### src/rtl/tap_pkg.sv
package tap_pkg;

    localparam int IR_W = 8;

    typedef enum logic [3:0] {
        ST_RESET,
        ST_IDLE,
        ST_DR_SEL,
        ST_DR_CAP,
        ST_DR_SHIFT,
        ST_DR_EXIT1,
        ST_DR_PAUSE,
        ST_DR_EXIT2,
        ST_DR_UPD,
        ST_IR_SEL,
        ST_IR_CAP,
        ST_IR_SHIFT,
        ST_IR_EXIT1,
        ST_IR_PAUSE,
        ST_IR_EXIT2,
        ST_IR_UPD
    } tap_state_e;

    typedef enum logic [2:0] {
        DR_BYPASS,
        DR_IDENT,
        DR_USER,
        DR_BOUND,
        DR_ISC_EN,
        DR_ISC_CFG,
        DR_ISC_DAT
    } dr_sel_e;

    typedef struct packed {
        logic reset;
        logic cap_ir;
        logic sh_ir;
        logic upd_ir;
        logic cap_dr;
        logic sh_dr;
        logic upd_dr;
    } tap_ctl_t;

    localparam logic [IR_W-1:0] OP_EXTEST        = 8'b0000_0000;
    localparam logic [IR_W-1:0] OP_SAMPLE        = 8'b0000_0001;
    localparam logic [IR_W-1:0] OP_INTEST        = 8'b0000_0010;
    localparam logic [IR_W-1:0] OP_BYPASS        = 8'b1111_1111;
    localparam logic [IR_W-1:0] OP_IDCODE        = 8'b1111_1110;
    localparam logic [IR_W-1:0] OP_USERCODE      = 8'b1111_1101;
    localparam logic [IR_W-1:0] OP_HIGHZ         = 8'b1111_1100;
    localparam logic [IR_W-1:0] OP_CONF_LOAD     = 8'b1111_0000;
    localparam logic [IR_W-1:0] OP_CFG_ENABLE    = 8'b1110_1000;
    localparam logic [IR_W-1:0] OP_CFG_ERASE     = 8'b1110_1100;
    localparam logic [IR_W-1:0] OP_CFG_BULK      = 8'b1110_1101;
    localparam logic [IR_W-1:0] OP_CFG_PROG      = 8'b1110_1010;
    localparam logic [IR_W-1:0] OP_CFG_PROG_INC  = 8'b1110_1011;
    localparam logic [IR_W-1:0] OP_CFG_VERIFY    = 8'b1110_1110;
    localparam logic [IR_W-1:0] OP_CFG_VERIFY_INC = 8'b1110_1111;

endpackage

### src/rtl/tap_fsm.sv
module tap_fsm
    import tap_pkg::*;
(
    input  logic       tck,
    input  logic       por_n,
    input  logic       tms,
    output tap_state_e state,
    output tap_ctl_t   ctl
);

    tap_state_e state_nx;

    // next-state decode
    always_comb begin
        state_nx = state;
        unique case (state)
            ST_RESET:    state_nx = tms ? ST_RESET    : ST_IDLE;
            ST_IDLE:     state_nx = tms ? ST_DR_SEL   : ST_IDLE;
            ST_DR_SEL:   state_nx = tms ? ST_IR_SEL   : ST_DR_CAP;
            ST_DR_CAP:   state_nx = tms ? ST_DR_EXIT1 : ST_DR_SHIFT;
            ST_DR_SHIFT: state_nx = tms ? ST_DR_EXIT1 : ST_DR_SHIFT;
            ST_DR_EXIT1: state_nx = tms ? ST_DR_UPD   : ST_DR_PAUSE;
            ST_DR_PAUSE: state_nx = tms ? ST_DR_EXIT2 : ST_DR_PAUSE;
            ST_DR_EXIT2: state_nx = tms ? ST_DR_UPD   : ST_DR_SHIFT;
            ST_DR_UPD:   state_nx = tms ? ST_DR_SEL   : ST_IDLE;
            ST_IR_SEL:   state_nx = tms ? ST_RESET    : ST_IR_CAP;
            ST_IR_CAP:   state_nx = tms ? ST_IR_EXIT1 : ST_IR_SHIFT;
            ST_IR_SHIFT: state_nx = tms ? ST_IR_EXIT1 : ST_IR_SHIFT;
            ST_IR_EXIT1: state_nx = tms ? ST_IR_UPD   : ST_IR_PAUSE;
            ST_IR_PAUSE: state_nx = tms ? ST_IR_EXIT2 : ST_IR_PAUSE;
            ST_IR_EXIT2: state_nx = tms ? ST_IR_UPD   : ST_IR_SHIFT;
            ST_IR_UPD:   state_nx = tms ? ST_DR_SEL   : ST_IDLE;
            default:     state_nx = ST_RESET;
        endcase
    end

    // state register
    always_ff @(posedge tck or negedge por_n) begin
        if (!por_n) state <= ST_RESET;
        else        state <= state_nx;
    end

    // per-state control outputs
    always_comb begin
        ctl = '0;
        unique case (state)
            ST_RESET:    ctl.reset  = 1'b1;
            ST_IR_CAP:   ctl.cap_ir = 1'b1;
            ST_IR_SHIFT: ctl.sh_ir  = 1'b1;
            ST_IR_UPD:   ctl.upd_ir = 1'b1;
            ST_DR_CAP:   ctl.cap_dr = 1'b1;
            ST_DR_SHIFT: ctl.sh_dr  = 1'b1;
            ST_DR_UPD:   ctl.upd_dr = 1'b1;
            default:     ctl = '0;
        endcase
    end

endmodule

### src/rtl/tap_ir.sv
module tap_ir
    import tap_pkg::*;
#(
    parameter logic [IR_W-1:0] CAPTURE = 8'b0000_0001
) (
    input  logic            tck,
    input  logic            por_n,
    input  logic            tdi,
    input  logic            in_reset,
    input  logic            cap,
    input  logic            sh,
    input  logic            upd,
    output logic [IR_W-1:0] ir_sr,
    output logic [IR_W-1:0] ir_q,
    output dr_sel_e         dr_sel,
    output logic            hiz
);

    // shift stage: rising edge
    always_ff @(posedge tck or negedge por_n) begin
        if (!por_n)   ir_sr <= CAPTURE;
        else if (cap) ir_sr <= CAPTURE;
        else if (sh)  ir_sr <= {tdi, ir_sr[IR_W-1:1]};
    end

    // current instruction: falling edge
    always_ff @(negedge tck or negedge por_n) begin
        if (!por_n)        ir_q <= OP_IDCODE;
        else if (in_reset) ir_q <= OP_IDCODE;
        else if (upd)      ir_q <= ir_sr;
    end

    // opcode decode
    always_comb begin
        hiz = 1'b0;
        case (ir_q)
            OP_EXTEST, OP_SAMPLE, OP_INTEST:           dr_sel = DR_BOUND;
            OP_IDCODE:                                 dr_sel = DR_IDENT;
            OP_USERCODE:                               dr_sel = DR_USER;
            OP_CFG_ENABLE:                             dr_sel = DR_ISC_EN;
            OP_CFG_ERASE, OP_CFG_BULK,
            OP_CFG_PROG, OP_CFG_VERIFY:                dr_sel = DR_ISC_CFG;
            OP_CFG_PROG_INC, OP_CFG_VERIFY_INC:        dr_sel = DR_ISC_DAT;
            OP_HIGHZ: begin
                dr_sel = DR_BYPASS;
                hiz    = 1'b1;
            end
            default:                                   dr_sel = DR_BYPASS;
        endcase
    end

endmodule

### src/rtl/tap_isc_reg.sv
module tap_isc_reg #(
    parameter int W = 12
) (
    input  logic         tck,
    input  logic         por_n,
    input  logic         tdi,
    input  logic         sel,
    input  logic         cap,
    input  logic         sh,
    input  logic         upd,
    output logic         so,
    output logic [W-1:0] held
);

    logic [W-1:0] sr;

    always_ff @(posedge tck or negedge por_n) begin
        if (!por_n)          sr <= '0;
        else if (sel && cap) sr <= held;
        else if (sel && sh)  sr <= {tdi, sr[W-1:1]};
    end

    always_ff @(negedge tck or negedge por_n) begin
        if (!por_n)          held <= '0;
        else if (sel && upd) held <= sr;
    end

    assign so = sr[0];

endmodule

### src/rtl/tap_dr_bank.sv
module tap_dr_bank
    import tap_pkg::*;
#(
    parameter logic [31:0] IDCODE   = 32'h2950_8093,
    parameter logic [31:0] USERCODE = 32'h3C5A_96E1,
    parameter int          EN_W     = 12,
    parameter int          CFG_W    = 27,
    parameter int          DAT_W    = 10,
    localparam int         ISC_TOT  = EN_W + CFG_W + DAT_W
) (
    input  logic               tck,
    input  logic               por_n,
    input  logic               tdi,
    input  logic               cap,
    input  logic               sh,
    input  logic               upd,
    input  dr_sel_e            dr_sel,
    output logic               dr_so,
    output logic [ISC_TOT-1:0] isc_flat
);

    logic        byp_q;
    logic [31:0] id_sr;
    logic [31:0] user_sr;
    logic [2:0]  isc_so;

    always_ff @(posedge tck or negedge por_n) begin
        if (!por_n) begin
            byp_q   <= 1'b0;
            id_sr   <= IDCODE;
            user_sr <= USERCODE;
        end else begin
            if (dr_sel == DR_BYPASS) begin
                if (cap)     byp_q <= 1'b0;
                else if (sh) byp_q <= tdi;
            end
            if (dr_sel == DR_IDENT) begin
                if (cap)     id_sr <= IDCODE;
                else if (sh) id_sr <= {tdi, id_sr[31:1]};
            end
            if (dr_sel == DR_USER) begin
                if (cap)     user_sr <= USERCODE;
                else if (sh) user_sr <= {tdi, user_sr[31:1]};
            end
        end
    end

    for (genvar g = 0; g < 3; g++) begin : g_isc
        localparam int      W_G   = (g == 0) ? EN_W : (g == 1) ? CFG_W : DAT_W;
        localparam int      OFF_G = (g == 0) ? 0 : (g == 1) ? EN_W : EN_W + CFG_W;
        localparam dr_sel_e SEL_G = (g == 0) ? DR_ISC_EN : (g == 1) ? DR_ISC_CFG : DR_ISC_DAT;

        tap_isc_reg #(.W(W_G)) u_reg (
            .tck  (tck),
            .por_n(por_n),
            .tdi  (tdi),
            .sel  (dr_sel == SEL_G),
            .cap  (cap),
            .sh   (sh),
            .upd  (upd),
            .so   (isc_so[g]),
            .held (isc_flat[OFF_G +: W_G])
        );
    end

    always_comb begin
        case (dr_sel)
            DR_BYPASS:  dr_so = byp_q;
            DR_IDENT:   dr_so = id_sr[0];
            DR_USER:    dr_so = user_sr[0];
            DR_ISC_EN:  dr_so = isc_so[0];
            DR_ISC_CFG: dr_so = isc_so[1];
            DR_ISC_DAT: dr_so = isc_so[2];
            default:    dr_so = 1'b0;
        endcase
    end

endmodule

### src/rtl/tap_ctrl.sv
module tap_ctrl
    import tap_pkg::*;
#(
    parameter logic [31:0] IDCODE   = 32'h2950_8093,
    parameter logic [31:0] USERCODE = 32'h3C5A_96E1,
    parameter int          EN_W     = 12,
    parameter int          CFG_W    = 27,
    parameter int          DAT_W    = 10
) (
    input  logic             tck,
    input  logic             por_n,
    input  logic             tms,
    input  logic             tdi,
    input  logic             bnd_so,
    output logic             tdo,
    output logic             tdo_oe,
    output logic             bnd_sel,
    output logic             bnd_capture,
    output logic             bnd_shift,
    output logic             bnd_update,
    output logic             hiz_mode,
    output logic [EN_W-1:0]  isc_enable_q,
    output logic [CFG_W-1:0] isc_cfg_q,
    output logic [DAT_W-1:0] isc_data_q
);

    localparam int ISC_TOT = EN_W + CFG_W + DAT_W;

    tap_state_e         state;
    tap_ctl_t           ctl;
    logic [IR_W-1:0]    ir_sr;
    logic [IR_W-1:0]    ir_q;
    dr_sel_e            dr_sel;
    logic               dr_so;
    logic               so_mux;
    logic [ISC_TOT-1:0] isc_flat;

    tap_fsm u_fsm (
        .tck  (tck),
        .por_n(por_n),
        .tms  (tms),
        .state(state),
        .ctl  (ctl)
    );

    tap_ir u_ir (
        .tck     (tck),
        .por_n   (por_n),
        .tdi     (tdi),
        .in_reset(ctl.reset),
        .cap     (ctl.cap_ir),
        .sh      (ctl.sh_ir),
        .upd     (ctl.upd_ir),
        .ir_sr   (ir_sr),
        .ir_q    (ir_q),
        .dr_sel  (dr_sel),
        .hiz     (hiz_mode)
    );

    tap_dr_bank #(
        .IDCODE  (IDCODE),
        .USERCODE(USERCODE),
        .EN_W    (EN_W),
        .CFG_W   (CFG_W),
        .DAT_W   (DAT_W)
    ) u_bank (
        .tck     (tck),
        .por_n   (por_n),
        .tdi     (tdi),
        .cap     (ctl.cap_dr),
        .sh      (ctl.sh_dr),
        .upd     (ctl.upd_dr),
        .dr_sel  (dr_sel),
        .dr_so   (dr_so),
        .isc_flat(isc_flat)
    );

    assign bnd_sel     = (dr_sel == DR_BOUND);
    assign bnd_capture = bnd_sel & ctl.cap_dr;
    assign bnd_shift   = bnd_sel & ctl.sh_dr;
    assign bnd_update  = bnd_sel & ctl.upd_dr;

    assign isc_enable_q = isc_flat[EN_W-1:0];
    assign isc_cfg_q    = isc_flat[EN_W +: CFG_W];
    assign isc_data_q   = isc_flat[EN_W+CFG_W +: DAT_W];

    always_comb begin
        if (ctl.sh_ir)    so_mux = ir_sr[0];
        else if (bnd_sel) so_mux = bnd_so;
        else              so_mux = dr_so;
    end

    // serial output stage on the falling edge
    always_ff @(negedge tck or negedge por_n) begin
        if (!por_n) begin
            tdo    <= 1'b0;
            tdo_oe <= 1'b0;
        end else begin
            tdo    <= so_mux;
            tdo_oe <= ctl.sh_ir | ctl.sh_dr;
        end
    end

endmodule

### config.mk
export PLATFORM = sky130hd
export DESIGN_NAME = tap_ctrl
export DESIGN_NICKNAME = d
export VERILOG_FILES = /design/src/rtl/tap_pkg.sv /design/src/rtl/tap_fsm.sv /design/src/rtl/tap_ir.sv /design/src/rtl/tap_isc_reg.sv /design/src/rtl/tap_dr_bank.sv /design/src/rtl/tap_ctrl.sv
export SDC_FILE = /design/constraint.sdc
export NUM_CORES = 1
export LEC_CHECK = 0
export BUFFER_PORTS_ARGS = -buffer_cell sky130_fd_sc_hd__clkbuf_2
export CORE_MARGIN = 2
export CORE_UTILIZATION = 30
export CTS_BUF_LIST = sky130_fd_sc_hd__clkbuf_2 sky130_fd_sc_hd__clkbuf_4 sky130_fd_sc_hd__clkbuf_8
export DETAILED_ROUTE_END_ITERATION = 8
export PLACE_DENSITY = 0.55
export SLEW_MARGIN = 20
export SYNTH_ARGS = -nofsm -noshare
export SYNTH_HDL_FRONTEND = slang
export SYNTH_HIERARCHICAL = 1
export SYNTH_SLANG_ARGS = --single-unit
export TNS_END_PERCENT = 1
### constraint.sdc
create_clock -name tck -period 3 [get_ports tck]
set_input_delay 0.45 -clock tck [delete_from_list [all_inputs] [get_ports tck]]
set_output_delay 0.45 -clock tck [all_outputs]
set_load 0.03 [all_outputs]
Yosys cells after proc, flatten, opt, wreduce, memory -nomap -nowiden
Index checks and enable logic that the tools add are counted.

Input bits: 5. Bits in registers: 185. Output and inout port bits: 56.

Bitwise operators: 4. Reductions and logical operators: 27. Muxes and demuxes: 41. Equal/unequal tests: 33.

Operators by type and width (number): $mux 32 (4); $eq 8x8->1 const B (10); $mux 27 (2); $pmux 4 s12 (1); $eq 4x4->1 const B (8); $mux 8 (4); $mux 12 (2); $mux 10 (2); $pmux 3 s6 (1); $eq 4x3->1 const B (4); $mux 4 (4); $mux 1 (15); $reduce_bool 2->1 (6); $eq 3x3->1 const B (3); $logic_and 1x1->1 (9); $eq 4x2->1 const B (2); $eq 8x1->1 const B (1); $eq 8x2->1 const B (1); $logic_not 8->1 (1); $eq 3x2->1 const B (2); $mux 2 (3); $mux 3 (2); $pmux 1 s6 (1); $reduce_and 2->1 (3); 9 further kinds (14).

Depth between registers and ports, before layout
Gate-level depths: netlist of the first run.

Depth in word-level cells: 7. Mapped depth: 10. Mapped depth without buffers: 8.

Modules after synthesis
The synthesis of the first run kept the hierarchy.

By module, submodules not included: tap_dr_bank (seq. area each 1659.1 um^2, area each 3074.2 um^2, cells each 254, times used 1); tap_isc_reg at u_bank.g_isc[1].u_reg (seq. area each 1351.3 um^2, area each 2464.9 um^2, cells each 210, times used 1); tap_isc_reg at u_bank.g_isc[0].u_reg (seq. area each 600.6 um^2, area each 1089.8 um^2, cells each 95, times used 1); tap_isc_reg at u_bank.g_isc[2].u_reg (seq. area each 500.5 um^2, area each 858.3 um^2, cells each 77, times used 1); tap_ir (seq. area each 410.4 um^2, area each 770.7 um^2, cells each 68, times used 1); tap_fsm (seq. area each 100.1 um^2, area each 340.3 um^2, cells each 46, times used 1); tap_ctrl (seq. area each 50.0 um^2, area each 121.4 um^2, cells each 10, times used 1).

==> results of run 1 <==
-- registers in the layout (all words and copies together) (netlist names) --
name and flops:
u_bank/user_sr 32, u_bank/g_isc.u_reg/sr 49, u_bank/g_isc.u_reg/held 49, u_bank/byp_q 1, u_bank/id_sr 32, tdo_oe 1, u_fsm/state 4, u_ir/ir_sr 8
tdo 1, u_ir/ir_q 8
-- metal layers --
| metal | share of wire, % | vias up | track usage [%] |
|---|---|---|---|
| li1 | - | 2931 | - |
| met1 | 50 | 3063 | 18.3 |
| met2 | 47 | 68 | 19.4 |
| met3 | 2.4 | 14 | 2.45 |
| met4 | 1.2 | 0 | 3.89 |
| met5 | 0 | - | 0 |
-- kinds of logic after synthesis --
logic type	share of synthesized area, %
flip-flops	53.6
AO/OA/AOI/OAI	6.29
buffers and inverters	5.64
multiplexers	18.0
AND/OR/NAND/NOR	16.5
-- through the flow --
step                area, um2  worst slack [ns]  util [%]  power (mW)
floorplan                8730            -0.848         -        5.06
global placement         9870            -0.808      34.5        5.73
detailed placement       9870            -0.824      34.5        5.77
CTS                     11000             -1.13      38.3        7.73
global route            11200             -1.16      39.1        8.25
finish                  11200             -1.05      39.1        7.73
-- what timing repair did --
item	in CTS	in global routing
endpoints found under the setup margin	218	226
resized for setup	144	84
pin swaps	9	5
hold buffers	1	0
buffers inserted	7	1
hold endpoints to repair	21	0
-- worst min-delay path by stage --
stage               cells past startpoint  startpoint                                      end
finish                                  2         tms                 u_fsm/state[2]$_DFF_PN0_
global route                            2         tms                 u_fsm/state[2]$_DFF_PN0_
CTS                                     2         tms                 u_fsm/state[2]$_DFF_PN0_
detailed placement                      1       por_n  u_bank/g_isc[0].u_reg/sr[3]$_DFFE_PN0P_
global placement                        1       por_n  u_bank/g_isc[0].u_reg/sr[9]$_DFFE_PN0P_
floorplan                               0       por_n                 u_bank/byp_q$_DFFE_PN0P_
-- synth_stat cells (2+ instances only) --
library cell,n
nor3_1,150
dfrtp_1,99
nor2_1,57
dfrtn_1,52
mux2_4,51
o22ai_1,50
mux2_2,39
mux2i_1,36
dfstp_2,34
inv_1,32
nor2b_1,32
buf_2,22
nand2_1,12
buf_4,9
buf_6,9
clkbuf_1,9
a211o_1,8
o21ai_0,6
nor4_1,5
buf_1,4
nor3b_1,4
a211oi_1,3
a31oi_1,3
and2_1,3
nand2_2,3
a21oi_1,2
a221o_1,2
buf_12,2
nand2_4,2
nand2b_1,2
nand3b_1,2
or2_1,2
-- report_power, final --
group	internal, mW	total, mW	switching [mW]
Sequential	2.89	3.10	0.213
Clock	0.817	1.74	0.922
Combinational	1.39	2.89	1.50
Total	5.10	7.73	2.63
-- critical path: cells and delay by family, from the launching register on --
family | cells | cell delay, ns
DFF | 1 | 0.53
AOI/OAI and AO/OA | 1 | 0.22
buffers and inverters | 3 | 0.41
and+or+nand+nor | 3 | 0.47
-- layout make-up --
cell class | count | area share [%]
inverters | 32 | 1.10
clock buffers | 21 | 2.47
multi-input cells | 487 | 34.1
well taps | 384 | 4.30
clock inverters | 18 | 1.32
flip-flops and latches | 185 | 41.8
repair buffers | 144 | 14.9
==> metrics, run 1 <==
failing checks setup timing; worst skew pair latency 0.45 ns; drt drc 0; TritonCTS clock tree yes; endpoints failing setup 163; outcome complete, but fails checks; Num CTS Buffers 17; worst-margin pin slew 1.00 ns; worst min path class in2reg; routability congestion estimate from global placement 0.741; top cells by area, synth dfrtp_1 28%, dfrtn_1 15%, dfstp_2 10%; H-tree levels 4; fin cells 1271; commonest non-fill, non-tap cell in the layout nor3_1; drt total wl 18400 um; Seq/Total Area, Yosys 53.6%; Power per Cell Area 691 nW/um2; DR WL/cell 14.5 um; Synth Area per Inst 11.5 um2; Total GRT Usage 12.7%; CP Launch Type flip-flop; critical path peak fanout 6; FFs w/ async S/R, synth 100%; root buf cell clkbuf_8; Yosys top cell by area dfrtp_1; Post-synth EDFFs 0; # IOs 61; worst path cell trace buf_4 -> nor2_1 -> a211oi_1 -> buf_4 -> and3b_2 -> and2_4 -> buf_8; R2R cell count 10; syn nets 765; r2r endpoint u_bank/id_sr[21]$_DFFE_PN0P_; total of fill cells in the finished design 2741; diode count 0; RSZ-0062 raised after global routing true; drt pass-1 iters 4; initial antenna violation count 0; number of synthesized register bits 185; Clock Sink Count 185; reported max-cap violation count 0; critical path class reg2out; Worst Setup Slack, final -1.05 ns; predominant post-synthesis flop cell dfrtp_1; Post-DRT Antenna Nets 0; commonest non-fill, non-tap cells in the layout 125 x nor3_1, 99 x dfrtp_1, 58 x buf_4; Final Hold Slack 0.272 ns; crit end category output port; Pins Over Slew Limit 0; CP arrival 3.60 ns; Max clock buf depth 2; end point of the critical path bnd_capture; Slew headroom 33.0%; row count 62; Max VDD drop 0.313 mV; total gr overflow 0; Synth Cell Area 8720 um2; vias post-DR 6076; Crit Reg-Reg Startpoint u_ir/ir_q[1]$_DFFE_NN1P_; Layout area overhead 28.3%; Leakage 5.29 nW; first-pass GRT wire length 31900 um; area share of the largest cell type after synthesis 28.4%; Worst-path clk slew 0.09 ns; slowest library cell on the worst path dfstp_2; register area 4670 um2; setup skew after layout 0.0566 ns; die area 30400 um2; Multi-input gate area 3820 um2; CP most frequent cell buf_4; layout cells sized above 1 40.0%; CP peak stage delay 0.53 ns; Port Buf Inserts 60; Worst Path Required 2.55 ns; Starting Density 30.5%; post-DP HPWL 11600 um; Final Hold Vio Count 0; drt via density 4.78; Yosys warnings 6; CORE AREA 28600 um2; worst reg-to-reg setup slack -0.95 ns; nets 879; vias in the first global route 6173; largest net degree at the start of global routing 99; Setup crit start u_ir/ir_q[1]$_DFFE_NN1P_; Placed Instances 1224; Distinct cells, synth 46; chip width 174 um; Die Ht 174 um; Starting DRT DRC Count 245; Mapped Cells 760; TNS Setup -99.24 ns
Power figures use the tool's default switching activity.
==> run 2: changes to the inputs <==
--- a/config.mk
+++ b/config.mk
@@ -10,7 +10,9 @@
 export CORE_UTILIZATION = 30
 export CTS_BUF_LIST = sky130_fd_sc_hd__clkbuf_2 sky130_fd_sc_hd__clkbuf_4 sky130_fd_sc_hd__clkbuf_8
 export DETAILED_ROUTE_END_ITERATION = 8
-export PLACE_DENSITY = 0.55
+export HOLD_SLACK_MARGIN = 0.15
+export PLACE_DENSITY = 0.53
+export SKIP_CTS_REPAIR_TIMING = 1
 export SLEW_MARGIN = 20
 export SYNTH_ARGS = -nofsm -noshare
 export SYNTH_HDL_FRONTEND = slang
==> constraint.sdc (replaced) <==
create_clock -name tck -period 4.2 [get_ports tck]
set_input_delay 0.63 -clock tck [delete_from_list [all_inputs] [get_ports tck]]
set_output_delay 0.63 -clock tck [all_outputs]
set_load 0.03 [all_outputs]
==> run 2 against run 1 <==
The flow still finishes with violations (setup timing). Combinational power is 33% lower. Critical path depth is 1 lower. Final area is 8.0% lower. Final cell count is 1.7% lower. Sequential power is 29% lower. Critical path type unchanged. Largest power group unchanged.
==> metrics, run 2 (synthesized netlist as in run 1, its figures left out) <==
outcome complete, but fails checks (unchanged); failing checks setup timing (unchanged); layout cells sized above 1 35.4% (was 40.0%); chip width 174 um (unchanged); biggest regs u_bank/g_isc.u_reg/held x49, u_bank/g_isc.u_reg/sr x49 (unchanged); crit end category output port (unchanged); # IOs 61 (unchanged); RSZ-0062 raised after global routing true (unchanged); commonest non-fill, non-tap cells in the layout 147 x nor3_1, 99 x dfrtp_1, 57 x nor2_1 (was 125 x nor3_1, 99 x dfrtp_1, 58 x buf_4); TNS Setup -17.86 ns (was -99.24 ns); diode count 0 (unchanged); Power per Cell Area 522 nW/um2 (was 691 nW/um2); drt via density 4.76 (was 4.78); first-pass GRT wire length 30600 um (was 31900 um); Num CTS Buffers 17 (unchanged); Die Ht 174 um (unchanged); endpoints failing setup 111 (was 163); setup skew after layout 0.0606 ns (was 0.0566 ns); Worst Path Required 3.57 ns (was 2.55 ns); die area 30400 um2 (unchanged); Starting DRT DRC Count 297 (was 245); Final Hold Slack 0.468 ns (was 0.272 ns); CP Launch Type flip-flop (unchanged); total gr overflow 0 (unchanged); reported max-cap violation count 0 (unchanged); critical path class reg2out (unchanged); Layout area overhead 18.0% (was 28.3%); Final Hold Vio Count 0 (unchanged); Total GRT Usage 12.2% (was 12.7%); Clock Sink Count 185 (unchanged); row count 62 (unchanged); TritonCTS clock tree yes (unchanged); Slew headroom 38.7% (was 33.0%); nets 857 (was 879); drt total wl 18000 um (was 18400 um); CP arrival 4.16 ns (was 3.60 ns); routability congestion estimate from global placement 0.782 (was 0.741); DR WL/cell 14.4 um (was 14.5 um); Worst-path clk slew 0.09 ns (about the same); initial antenna violation count 0 (unchanged); Max clock buf depth 2 (unchanged); H-tree levels 4 (unchanged); Starting Density 30.5% (unchanged); vias post-DR 5939 (was 6076); Port Buf Inserts 60 (unchanged); vias in the first global route 5914 (was 6173); R2R cell count 11 (was 10); Max VDD drop 0.209 mV (was 0.313 mV); drt pass-1 iters 4 (unchanged); Worst Setup Slack, final -0.590 ns (was -1.05 ns); Leakage 4.87 nW (was 5.29 nW); CORE AREA 28600 um2 (unchanged); critical path peak fanout 5 (was 6); post-DP HPWL 11000 um (was 11600 um); Pins Over Slew Limit 0 (unchanged); drt drc 0 (unchanged); worst-margin pin slew 0.918 ns (was 1.00 ns); Hold Crit Depth 2 (unchanged); root buf cell clkbuf_8 (unchanged); worst min path class reg2reg (was in2reg); largest net degree at the start of global routing 167 (was 99); Post-DRT Antenna Nets 0 (unchanged); worst skew pair latency 0.46 ns (was 0.45 ns); commonest non-fill, non-tap cell in the layout nor3_1 (unchanged)
## run 2: stage by stage
stage | utilization [%] | worst slack [ns] | instance area [um2] | power [mW] | std cells
2_1_floorplan | - | -0.267 | 8740 | 3.62 | 760
3_3_place_gp | 34.0 | -0.277 | 9730 | 4.05 | 1207
3_5_place_dp | 34.0 | -0.333 | 9730 | 4.08 | 1207
4_1_cts | 35.5 | -0.787 | 10100 | 5.34 | 1245
5_1_grt | 36.0 | -0.683 | 10300 | 5.75 | 1249
6_report | 36.0 | -0.590 | 10300 | 5.38 | 1249
## run 2: metal layers
layer	up-vias	share of wire (%)	GRT usage (%)
li1	2886	-	-
met1	2965	51	17.5
met2	74	45	18.2
met3	14	3.4	2.93
met4	0	1.1	3.47
met5	-	0	0
## run 2: where the power goes
group,internal [mW],switching (mW),total (mW)
sequential,2.06,0.142,2.21
clock,0.589,0.649,1.24
combinational,0.897,1.04,1.93
total,3.55,1.83,5.38
## run 2: area by class of cell
type	instances	area, um2
Clock buffer	22	284
Clock inverter	17	144
Fill cell	2810	18300
Inverter	32	120
Multi-Input combinational cell	487	3650
Sequential cell	185	4670
Tap cell	384	480
Timing Repair Buffer	122	938
## run 2: final timing paths
path / from / endpoint / slack [ns]
hold / removal: u_bank/user_sr[6]$_DFFE_PN1P_ / u_bank/user_sr[6]$_DFFE_PN1P_ / 0.47
hold reg to reg: u_bank/user_sr[6]$_DFFE_PN1P_ / u_bank/user_sr[6]$_DFFE_PN1P_ / 0.47
max in group asynchronous: por_n / u_bank/g_isc[1].u_reg/held[8]$_DFFE_NN0P_ / 0.88
setup / recovery: u_ir/ir_q[2]$_DFFE_NN1P_ / bnd_shift / -0.59
setup reg to reg: u_ir/ir_q[4]$_DFFE_NN1P_ / u_bank/g_isc[0].u_reg/sr[9]$_DFFE_PN0P_ / -0.24
min in group asynchronous: por_n / u_bank/g_isc[0].u_reg/sr[9]$_DFFE_PN0P_ / 0.63
## run 2: worst max-delay path, cell delays in order, from the launching register on
cell and delay [ns]:
dfstp_2 0.56, nand2_2 0.06, mux2_4 0.28, o31ai_4 0.18
and3b_2 0.26, and2_4 0.15, buf_6 0.12
==> run 3: changes to the inputs <==
--- a/config.mk
+++ b/config.mk
@@ -6,12 +6,14 @@
 export NUM_CORES = 1
 export LEC_CHECK = 0
 export BUFFER_PORTS_ARGS = -buffer_cell sky130_fd_sc_hd__clkbuf_2
+export CELL_PAD_IN_SITES_DETAIL_PLACEMENT = 1
+export CELL_PAD_IN_SITES_GLOBAL_PLACEMENT = 1
 export CORE_MARGIN = 2
 export CORE_UTILIZATION = 30
 export CTS_BUF_LIST = sky130_fd_sc_hd__clkbuf_2 sky130_fd_sc_hd__clkbuf_4 sky130_fd_sc_hd__clkbuf_8
 export DETAILED_ROUTE_END_ITERATION = 8
 export HOLD_SLACK_MARGIN = 0.15
-export PLACE_DENSITY = 0.53
+export PLACE_DENSITY = 0.61
 export SKIP_CTS_REPAIR_TIMING = 1
 export SLEW_MARGIN = 20
 export SYNTH_ARGS = -nofsm -noshare
==> run 3 against run 2 <==
The flow still finishes with violations (setup timing). Die area unchanged. Core utilization up 0.27 points. Critical path depth unchanged. Clock power about the same. Combinational power down 2%. Wire length up 9.2%. Non-clock buffer count up 7. First-iteration DRC count down 23%. Final area up 0.74%. Worst setup slack worse by 0.10 ns. Critical endpoint is now bnd_capture. Largest cell class unchanged.
==> metrics, run 3 (synthesized netlist as in run 1, its figures left out) <==
outcome complete, but fails checks (unchanged); failing checks setup timing (unchanged); first-pass GRT wire length 33900 um (was 30600 um); worst min path class in2reg (was reg2reg); GRT met1 Usage 18.6% (was 17.5%); Setup WS pre-CTS -0.330 ns (was -0.333 ns); endpoints failing setup 118 (was 111); largest net degree at the start of global routing 167 (unchanged); commonest non-fill, non-tap cells in the layout 145 x nor3_1, 99 x dfrtp_1, 57 x nor2_1 (was 147 x nor3_1, 99 x dfrtp_1, 57 x nor2_1); R2R cell count 10 (was 11); final core occ 36.2% (was 36.0%); drt drc 0 (unchanged); Worst Setup Slack, final -0.693 ns (was -0.590 ns); Placed Instances 1215 (was 1207); CORE AREA 28600 um2 (unchanged); row count 62 (unchanged); Max clock buf depth 2 (unchanged); critical path class reg2out (unchanged); Port Buf Inserts 60 (unchanged); drt pass-1 iters 4 (unchanged); CP arrival 4.26 ns (was 4.16 ns); worst reg-to-reg setup slack -0.42 ns (was -0.24 ns); drt total wl 19600 um (was 18000 um); Hold Crit Depth 2 (unchanged); total of fill cells in the finished design 3134 (was 2810); worst-margin pin slew 0.885 ns (was 0.918 ns); Post-DRT Antenna Nets 0 (unchanged); crit end category output port (unchanged); Worst Path Required 3.57 ns (about the same); Pins Over Slew Limit 0 (unchanged); nets 864 (was 857); layout cells sized above 1 35.7% (was 35.4%); RSZ-0062 raised after global routing true (unchanged); DP Area 9810 um2 (was 9730 um2); chip width 174 um (unchanged); fin cells 1256 (was 1249); setup skew after layout 0.0730 ns (was 0.0606 ns); M3 GR Usage 2.73% (was 2.93%); drt via density 4.83 (was 4.76); initial antenna violation count 0 (unchanged); post-DP HPWL 12500 um (was 11000 um); H-tree levels 4 (unchanged); routability congestion estimate from global placement 0.725 (was 0.782); Max VDD drop 0.236 mV (was 0.209 mV); critical path peak fanout 5 (unchanged); Num CTS Buffers 17 (unchanged); Starting DRT DRC Count 230 (was 297); TritonCTS clock tree yes (unchanged); vias in the first global route 6395 (was 5914); DR WL/cell 15.6 um (was 14.4 um); Final Instance Area 10400 um2 (was 10300 um2); biggest regs u_bank/g_isc.u_reg/held x49, u_bank/g_isc.u_reg/sr x49 (unchanged); reported max-cap violation count 0 (unchanged); Worst-path clk slew 0.09 ns (about the same); Final Hold Vio Count 0 (unchanged); diode count 0 (unchanged); Starting Density 30.5% (unchanged); CP Launch Type flip-flop (unchanged); global routing usage on met2 22.1% (was 18.2%); Power per Cell Area 516 nW/um2 (was 522 nW/um2); worst skew pair latency 0.47 ns (was 0.46 ns); total gr overflow 0 (unchanged); Layout area overhead 18.9% (was 18.0%); Leakage 4.94 nW (was 4.87 nW); # IOs 61 (unchanged); Total GRT Usage 13.7% (was 12.2%); busiest grt layer met2 (unchanged); die area 30400 um2 (unchanged); root buf cell clkbuf_8 (unchanged); Slew headroom 40.9% (was 38.7%); commonest non-fill, non-tap cell in the layout nor3_1 (unchanged); Die Ht 174 um (unchanged); vias post-DR 6068 (was 5939); Clock Sink Count 185 (unchanged); Final Power 5.35 mW (was 5.38 mW)
-- run 3: changes by cell type in the layout (fill, tap and decap cells not counted), moves of 2 or more --
cell | previous run | this run
nand2_1 | 9 | 11
nor3_1 | 147 | 145
mux2_2 | 38 | 36
nor3_2 | 3 | 5
buf_12 | 10 | 12
nand2_2 | 6 | 4
inv_6 | 0 | 2
clkinvlp_4 | 4 | 2
buf_6 | 7 | 9
mux2_4 | 52 | 54
buf_4 | 48 | 50
-- run 3: critical path, stage by stage (launching register included) --
cell and delay (ns):
dfstp_2 0.54, nand2_2 0.05, mux2_4 0.29, o31ai_4 0.28
and3b_2 0.27, and2_4 0.15, buf_6 0.12
-- run 3: layout make-up --
cell class / instances / area [um2] / area share [%]
Clock buffer: 22 / 278 / 2.68
Clock inverter: 17 / 146 / 1.41
Inverter: 32 / 123 / 1.18
Multi-Input combinational cell: 487 / 3650 / 35.2
Sequential cell: 185 / 4670 / 45.1
Tap cell: 384 / 480 / 4.63
Timing Repair Buffer: 129 / 1020 / 9.85
-- run 3: per-layer routing --
metal | wire length [um] | share of wire [%]
met2 | 9360 | 48
met4 | 258 | 1.3
met3 | 413 | 2.1
met1 | 9580 | 49
met5 | 0 | 0
-- run 3: path summary, 6_finish.rpt --
kind | end | startpoint
setup / recovery | bnd_capture | u_ir/ir_q[2]$_DFFE_NN1P_
hold / removal | u_fsm/state[2]$_DFF_PN0_ | tms
setup reg to reg | u_bank/id_sr[21]$_DFFE_PN0P_ | u_ir/ir_q[1]$_DFFE_NN1P_
hold reg to reg | u_bank/user_sr[10]$_DFFE_PN1P_ | u_bank/user_sr[10]$_DFFE_PN1P_
max in group asynchronous | u_bank/g_isc[0].u_reg/held[2]$_DFFE_NN0P_ | por_n
min in group asynchronous | u_bank/g_isc[0].u_reg/sr[9]$_DFFE_PN0P_ | por_n
-- run 3: power breakdown --
part / leakage (nW) / total [mW] / switching (mW) / internal, mW
combinational: 2.26 / 1.89 / 1.03 / 0.865
clock: 0.239 / 1.25 / 0.666 / 0.584
sequential: 2.44 / 2.21 / 0.147 / 2.06
-- run 3: through the flow --
stage	TNS, ns	hold WS (ns)
after floorplan	-16.09	0.334
after global placement	-22.55	0.455
after detailed placement	-26.24	0.458
after CTS	-27.54	0.100
after global routing	-50.10	0.462
final	-36.48	0.468
